### config.mk
export PLATFORM = sky130hd
export DESIGN_NAME = fpcmp_mask_gen
export DESIGN_NICKNAME = d
export VERILOG_FILES = /design/src/rtl/fpcmp_pkg.sv /design/src/rtl/fpcmp_lane.sv /design/src/rtl/fpcmp_cc.sv /design/src/rtl/fpcmp_mask_gen.sv
export SDC_FILE = /design/constraint.sdc
export NUM_CORES = 1
export LEC_CHECK = 0
export BUFFER_PORTS_ARGS = -buffer_cell sky130_fd_sc_hd__clkbuf_2
export CELL_PAD_IN_SITES_DETAIL_PLACEMENT = 2
export CELL_PAD_IN_SITES_GLOBAL_PLACEMENT = 2
export CORE_ASPECT_RATIO = 0.9
export CORE_MARGIN = 2
export CORE_UTILIZATION = 20
export CTS_CLUSTER_SIZE = 24
export DETAILED_ROUTE_END_ITERATION = 10
export PLACE_DENSITY_LB_ADDON = 0.1
export SYNTH_ARGS = -nofsm -noshare
export SYNTH_HDL_FRONTEND = slang
export SYNTH_SLANG_ARGS = --single-unit
### constraint.sdc
create_clock -name clk -period 2.3 [get_ports clk]
set_input_delay 0.115 -clock clk [delete_from_list [all_inputs] [get_ports clk]]
set_output_delay 0.115 -clock clk [all_outputs]
set_load 0.05 [all_outputs]
### src/rtl/fpcmp_pkg.sv
// Shared types for the vector compare mask generator.
// Assumes binary64 lanes; encodings here are visible at the top ports.
package fpcmp_pkg;
    typedef enum logic [1:0] {
        CMP_EQ   = 2'b00,
        CMP_HI   = 2'b01,
        CMP_HE   = 2'b10,
        CMP_RSVD = 2'b11
    } cmp_op_e;

    localparam logic [1:0] CC_ALL  = 2'd0;
    localparam logic [1:0] CC_SOME = 2'd1;
    localparam logic [1:0] CC_NONE = 2'd3;
endpackage

### src/rtl/fpcmp_lane.sv
// One lane of quiet floating-point comparison.
// Compares B against A ("B < A", "B <= A", equality) by sign and magnitude.
// Assumes IEEE-754 layout {sign, exponent, fraction}; purely combinational.
module fpcmp_lane
    import fpcmp_pkg::*;
#(
    parameter int EXP_W  = 11,
    parameter int FRAC_W = 52
) (
    input  logic [EXP_W+FRAC_W:0] a,
    input  logic [EXP_W+FRAC_W:0] b,
    input  cmp_op_e               op,
    output logic                  hit,
    output logic                  snan
);
    localparam int W = 1 + EXP_W + FRAC_W;

    logic a_nan, b_nan, a_snan, b_snan, both_zero, b_lt_a, equal;
    logic [W-2:0] mag_a, mag_b;

    // Classify each operand as NaN / signaling NaN.
    always_comb begin
        a_nan  = (&a[W-2:FRAC_W]) && (|a[FRAC_W-1:0]);
        b_nan  = (&b[W-2:FRAC_W]) && (|b[FRAC_W-1:0]);
        a_snan = a_nan && !a[FRAC_W-1];
        b_snan = b_nan && !b[FRAC_W-1];
        snan   = a_snan || b_snan;
    end

    // Order the two non-NaN values by sign, then by magnitude.
    always_comb begin
        mag_a     = a[W-2:0];
        mag_b     = b[W-2:0];
        both_zero = (mag_a == '0) && (mag_b == '0);
        equal     = both_zero || (a == b);
        if (both_zero)
            b_lt_a = 1'b0;
        else if (a[W-1] != b[W-1])
            b_lt_a = b[W-1];
        else if (!a[W-1])
            b_lt_a = mag_b < mag_a;
        else
            b_lt_a = mag_b > mag_a;
    end

    // Select the requested relation; any NaN makes it false.
    always_comb begin
        unique case (op)
            CMP_EQ:  hit = equal;
            CMP_HI:  hit = b_lt_a;
            CMP_HE:  hit = b_lt_a || equal;
            default: hit = 1'b0;
        endcase
        if (a_nan || b_nan)
            hit = 1'b0;
    end
endmodule

### src/rtl/fpcmp_cc.sv
// Condition-code summary of per-lane match bits.
// Assumes hit bits of non-evaluated lanes are already cleared.
module fpcmp_cc
    import fpcmp_pkg::*;
#(
    parameter int LANES = 2
) (
    input  logic [LANES-1:0] hit,
    input  logic             single,
    output logic [1:0]       cc
);
    // Map all / some / none to the condition code.
    always_comb begin
        if (single)
            cc = hit[0] ? CC_ALL : CC_NONE;
        else if (&hit)
            cc = CC_ALL;
        else if (|hit)
            cc = CC_SOME;
        else
            cc = CC_NONE;
    end
endmodule

### src/rtl/fpcmp_mask_gen.sv
// Vector compare mask generator: per-lane quiet compare, mask expansion,
// condition code and invalid flag, registered one cycle after in_valid.
// Assumes lane 0 occupies the least significant bits of each vector.
module fpcmp_mask_gen
    import fpcmp_pkg::*;
#(
    parameter int LANES  = 2,
    parameter int EXP_W  = 11,
    parameter int FRAC_W = 52
) (
    input  logic                          clk,
    input  logic                          rst_n,
    input  logic                          in_valid,
    input  logic [1:0]                    op_sel,
    input  logic                          single_elem,
    input  logic [LANES*(1+EXP_W+FRAC_W)-1:0] opnd_a,
    input  logic [LANES*(1+EXP_W+FRAC_W)-1:0] opnd_b,
    output logic                          out_valid,
    output logic [LANES*(1+EXP_W+FRAC_W)-1:0] mask_out,
    output logic [1:0]                    cc_out,
    output logic                          invalid_out
);
    localparam int W  = 1 + EXP_W + FRAC_W;
    localparam int VW = LANES * W;

    cmp_op_e            op;
    logic [LANES-1:0]   raw_hit, raw_snan, evaluated, hit;
    logic [VW-1:0]      mask_next;
    logic [1:0]         cc_next;
    logic               invalid_next;

    // Cast the op select to the enumerated type.
    always_comb op = cmp_op_e'(op_sel);

    for (genvar l = 0; l < LANES; l++) begin : g_lane
        fpcmp_lane #(.EXP_W(EXP_W), .FRAC_W(FRAC_W)) u_lane (
            .a    (opnd_a[l*W +: W]),
            .b    (opnd_b[l*W +: W]),
            .op   (op),
            .hit  (raw_hit[l]),
            .snan (raw_snan[l])
        );
        // Lane 0 is always evaluated; others only outside single mode.
        always_comb begin
            evaluated[l]         = (l == 0) || !single_elem;
            hit[l]               = raw_hit[l] && evaluated[l];
            mask_next[l*W +: W]  = {W{hit[l]}};
        end
    end

    // Invalid is raised only by evaluated lanes.
    always_comb invalid_next = |(raw_snan & evaluated);

    fpcmp_cc #(.LANES(LANES)) u_cc (
        .hit    (hit),
        .single (single_elem),
        .cc     (cc_next)
    );

    // Result registers: load on request, hold otherwise.
    always_ff @(posedge clk) begin
        if (!rst_n) begin
            out_valid   <= 1'b0;
            mask_out    <= '0;
            cc_out      <= 2'd0;
            invalid_out <= 1'b0;
        end else begin
            out_valid <= in_valid;
            if (in_valid) begin
                mask_out    <= mask_next;
                cc_out      <= cc_next;
                invalid_out <= invalid_next;
            end
        end
    end
endmodule

==> qor.yml <==
placement:
  io_buffers: 393
  dp_cells: 1445
  dp_hpwl_mm: 23.53
  place.gp.congestion: 0.8534
route:
  avgViaCountPerCell: 4.465
  wl_per_cell_um: 17.23
  drtAntennaViolNets: 0
  drtIter0Drc: 117
  wl_mm: 24.99
  dr.pass1.iters: 4
  vias: 6474
  drc: 0
logic_synthesis:
  synth_area_leaders: "ha_1, buf_4, inv_1"
  ys_ff_latch: 6
  synth_top_cell_by_area: "ha_1"
  synth_top_area_share_pct: 30.14
  async_flop_share_pct: 0
  synthDistinctLibCells: 50
  synth_edf_count: 0
  syn-num-nets: 1125
  syn_inst: 737
  yosys_most_used_dff: "dfxtp_1"
  seq_area_frac_synth_pct: 2.297
  yosys_warnings: 0
  synth_area_um2: 5230
  synth.avg_cell_area_um2: 7.096
final_layout:
  area_delta_synth_final_pct: 45.96
  final_cell_mix: "clkbuf_2, inv_1, ha_1, buf_4, nor4_1"
  fillers: 3158
  drive_above_1_share_pct: 48.00
  utilization_pct: 29.52
  nNetsFinal: 1490
  finalNonFillerCells: 1450
  seq_area_um2: 122.6
  multi_input_comb_area_um2: 3824
  layout_commonest_cell: "clkbuf_2"
worst_hold_path:
  min_path_type: "primary input to register"
  hold_path_end: "mask_out[63]$_SDFFE_PN0P_"
  hold_depth: 2
  min_from: "rst_n"
power:
  leakage_nw: 4.450
  irDropWorstVdd_mv: 0.1725
  power_density_nw_per_um2: 282.5
global_route:
  grt_pass1_vias: 7017
  grt_max_degree: 65
  grt_use_total_pct: 17.26
  grt_pass1_wl_mm: 37.78
  antenna_found_initial: 2
  gr-total-overflow: 0
sta:
  fin_worst_skew_ns: 0
  worst_pin_slew_ns: 0.5113
  setup_violations: 0
  final_hold_viol_count: 0
  fin_crit_sh_pct: 97.34
  timing.slew.headroom_pct: 65.55
  max_freq_ghz: 0.4467
  min_period_ns: 2.239
  maxSlewViolCount: 0
  holdWs_ns: 0.2245
  rsz0062_at_grt: "true"
floorplanning:
  die_x_um: 174.5
  fp.dieArea_um2: 27460
  chipHeight_um: 157.4
  initial_utilization_pct: 20.23
  coreArea_um2: 25850
  ios: 394
  rows: 56
cts:
  htreeDepth: 1
  clkTransAtPathRegs_ns: 0.03
  clock_latency_ns: 0.23
  clock_sinks: 6
  cts-root-buf: "clkbuf_16"
  cts_buffers: 3
  cts_tree: "done"
  clock_path_buffers: 2
  post-cts-setup-buffer-count: 0
outcome:
  outcome: "complete, no violations"
setup_path:
  cp.arrival_ns: 2.35
  r2r_end: "mask_out[63]$_SDFFE_PN0P_"
  critPathRequiredTime_ns: 2.42
  cp_slowest_cell: "a2111oi_4"
  cpMostUsedCell: "buf_4"
  critPathCaptureType: "register"
  rrSetupSlack_ns: 1.43
  r2r_start: "mask_out[63]$_SDFFE_PN0P_"
  r2r.worst_path.cells: 1
  crit_chain: "clkbuf_2 -> inv_1 -> ha_1 -> nand4_1 -> nor3_2 -> a2111oi_4 -> buf_4 -> a41oi_1 -> nor3_1 -> buf_4 -> o21a_1 -> o22ai_2 -> a32o_2"
  max_stage_delay_ns: 0.35
  crit_type: "primary input to register"
  crit_path_start_kind: "primary input"
  crit_path_max_fanout: 2
run:
  max-cap-violations: 0
-- synth_stat cells, types with 2 or more instances --
master,number
ha_1,126
a22oi_1,2
nor4_1,67
a221oi_1,4
dfxtp_1,6
and3_1,2
inv_1,135
nor2b_1,2
a211oi_1,10
nand3_1,24
o211ai_1,2
nor4_2,5
and4_1,2
a31o_2,2
o21ai_0,19
nand2_1,33
a21o_1,6
a32oi_1,2
nor3_1,16
nand4_1,49
o31ai_1,3
a2111oi_0,2
nand3b_1,3
nor2_1,17
a21oi_1,46
o221ai_1,2
xor2_1,2
buf_4,126
-- power by group --
group	internal, mW	total, mW	leakage, nW	switching [mW]
Sequential	0.114	0.128	0.0505	0.0141
Combinational	0.609	1.75	4.36	1.14
Clock	0.223	0.283	0.0370	0.0600
-- final cells by class --
cell class	instances	area share, %
Multi-Input combinational cell	470	50.09
Timing Repair Buffer	486	34.91
Inverter	135	6.638
Tap cell	348	5.704
Sequential cell	6	1.606
Clock buffer	3	0.9834
Antenna cell	2	0.06556
-- state kept, by name (all words and copies together) (netlist names) --
signal       flops
mask_out         2
out_valid        1
cc_out           2
invalid_out      1
-- through the flow --
stage / total power, mW / setup slack, ns / cell area, um2 / TNS, ns
2_1_floorplan: 1.279 / 0.1464 / 5230 / 0
3_3_place_gp: 1.834 / -0.4209 / 7387 / -1.255
3_5_place_dp: 1.852 / -0.4316 / 7387 / -1.300
4_1_cts: 2.151 / 0.01877 / 7483 / 0
5_1_grt: 2.347 / -0.1030 / 7629 / -0.2273
6_report: 2.157 / 0.06113 / 7634 / 0
-- worst max-delay path by stage --
stage / startpoint / to / slack [ns] / depth (start not counted)
2_1_floorplan: mask_out[63]$_SDFFE_PN0P_ / mask_out[10] / 0.15 / 1
3_3_place_gp: opnd_a[126] / cc_out[1]$_SDFFE_PN0P_ / -0.42 / 13
3_5_place_dp: opnd_a[124] / cc_out[1]$_SDFFE_PN0P_ / -0.43 / 13
4_1_cts: opnd_a[124] / cc_out[1]$_SDFFE_PN0P_ / 0.02 / 13
5_1_grt: opnd_a[107] / mask_out[64]$_SDFFE_PN0P_ / -0.10 / 13
6_report: opnd_a[110] / mask_out[64]$_SDFFE_PN0P_ / 0.06 / 13
-- critical path, delay by kind of cell --
| family | cells | cell delay (ns) |
|---|---|---|
| fa+ha+maj | 1 | 0.31 |
| buf+inv | 4 | 0.46 |
| compound gates | 5 | 0.93 |
| simple gates | 3 | 0.53 |
-- layer usage --
metal | share of wire, % | vias to the layer above | global-route usage (%)
li1 | - | 3292 | -
met1 | 45 | 2970 | 22.05
met2 | 47 | 203 | 30.90
met3 | 6.9 | 9 | 3.768
met4 | 0.52 | 0 | 1.281
met5 | 0 | - | 0
-- cell families after synthesis --
group           share of synthesized area [%]
compound gates                          14.16
flops                                   2.297
xor+xnor                               0.3350
fa+ha+maj                               30.14
buf+inv                                 27.78
simple gates                            25.29
-- timing repair --
item,4_1_cts,5_1_grt
resized for setup,7,23
hold endpoints to repair,0,0
pin swaps,3,15
hold buffers,0,0
endpoints found under the setup margin,3,4
Note: power is estimated with default switching activity, not from simulation.
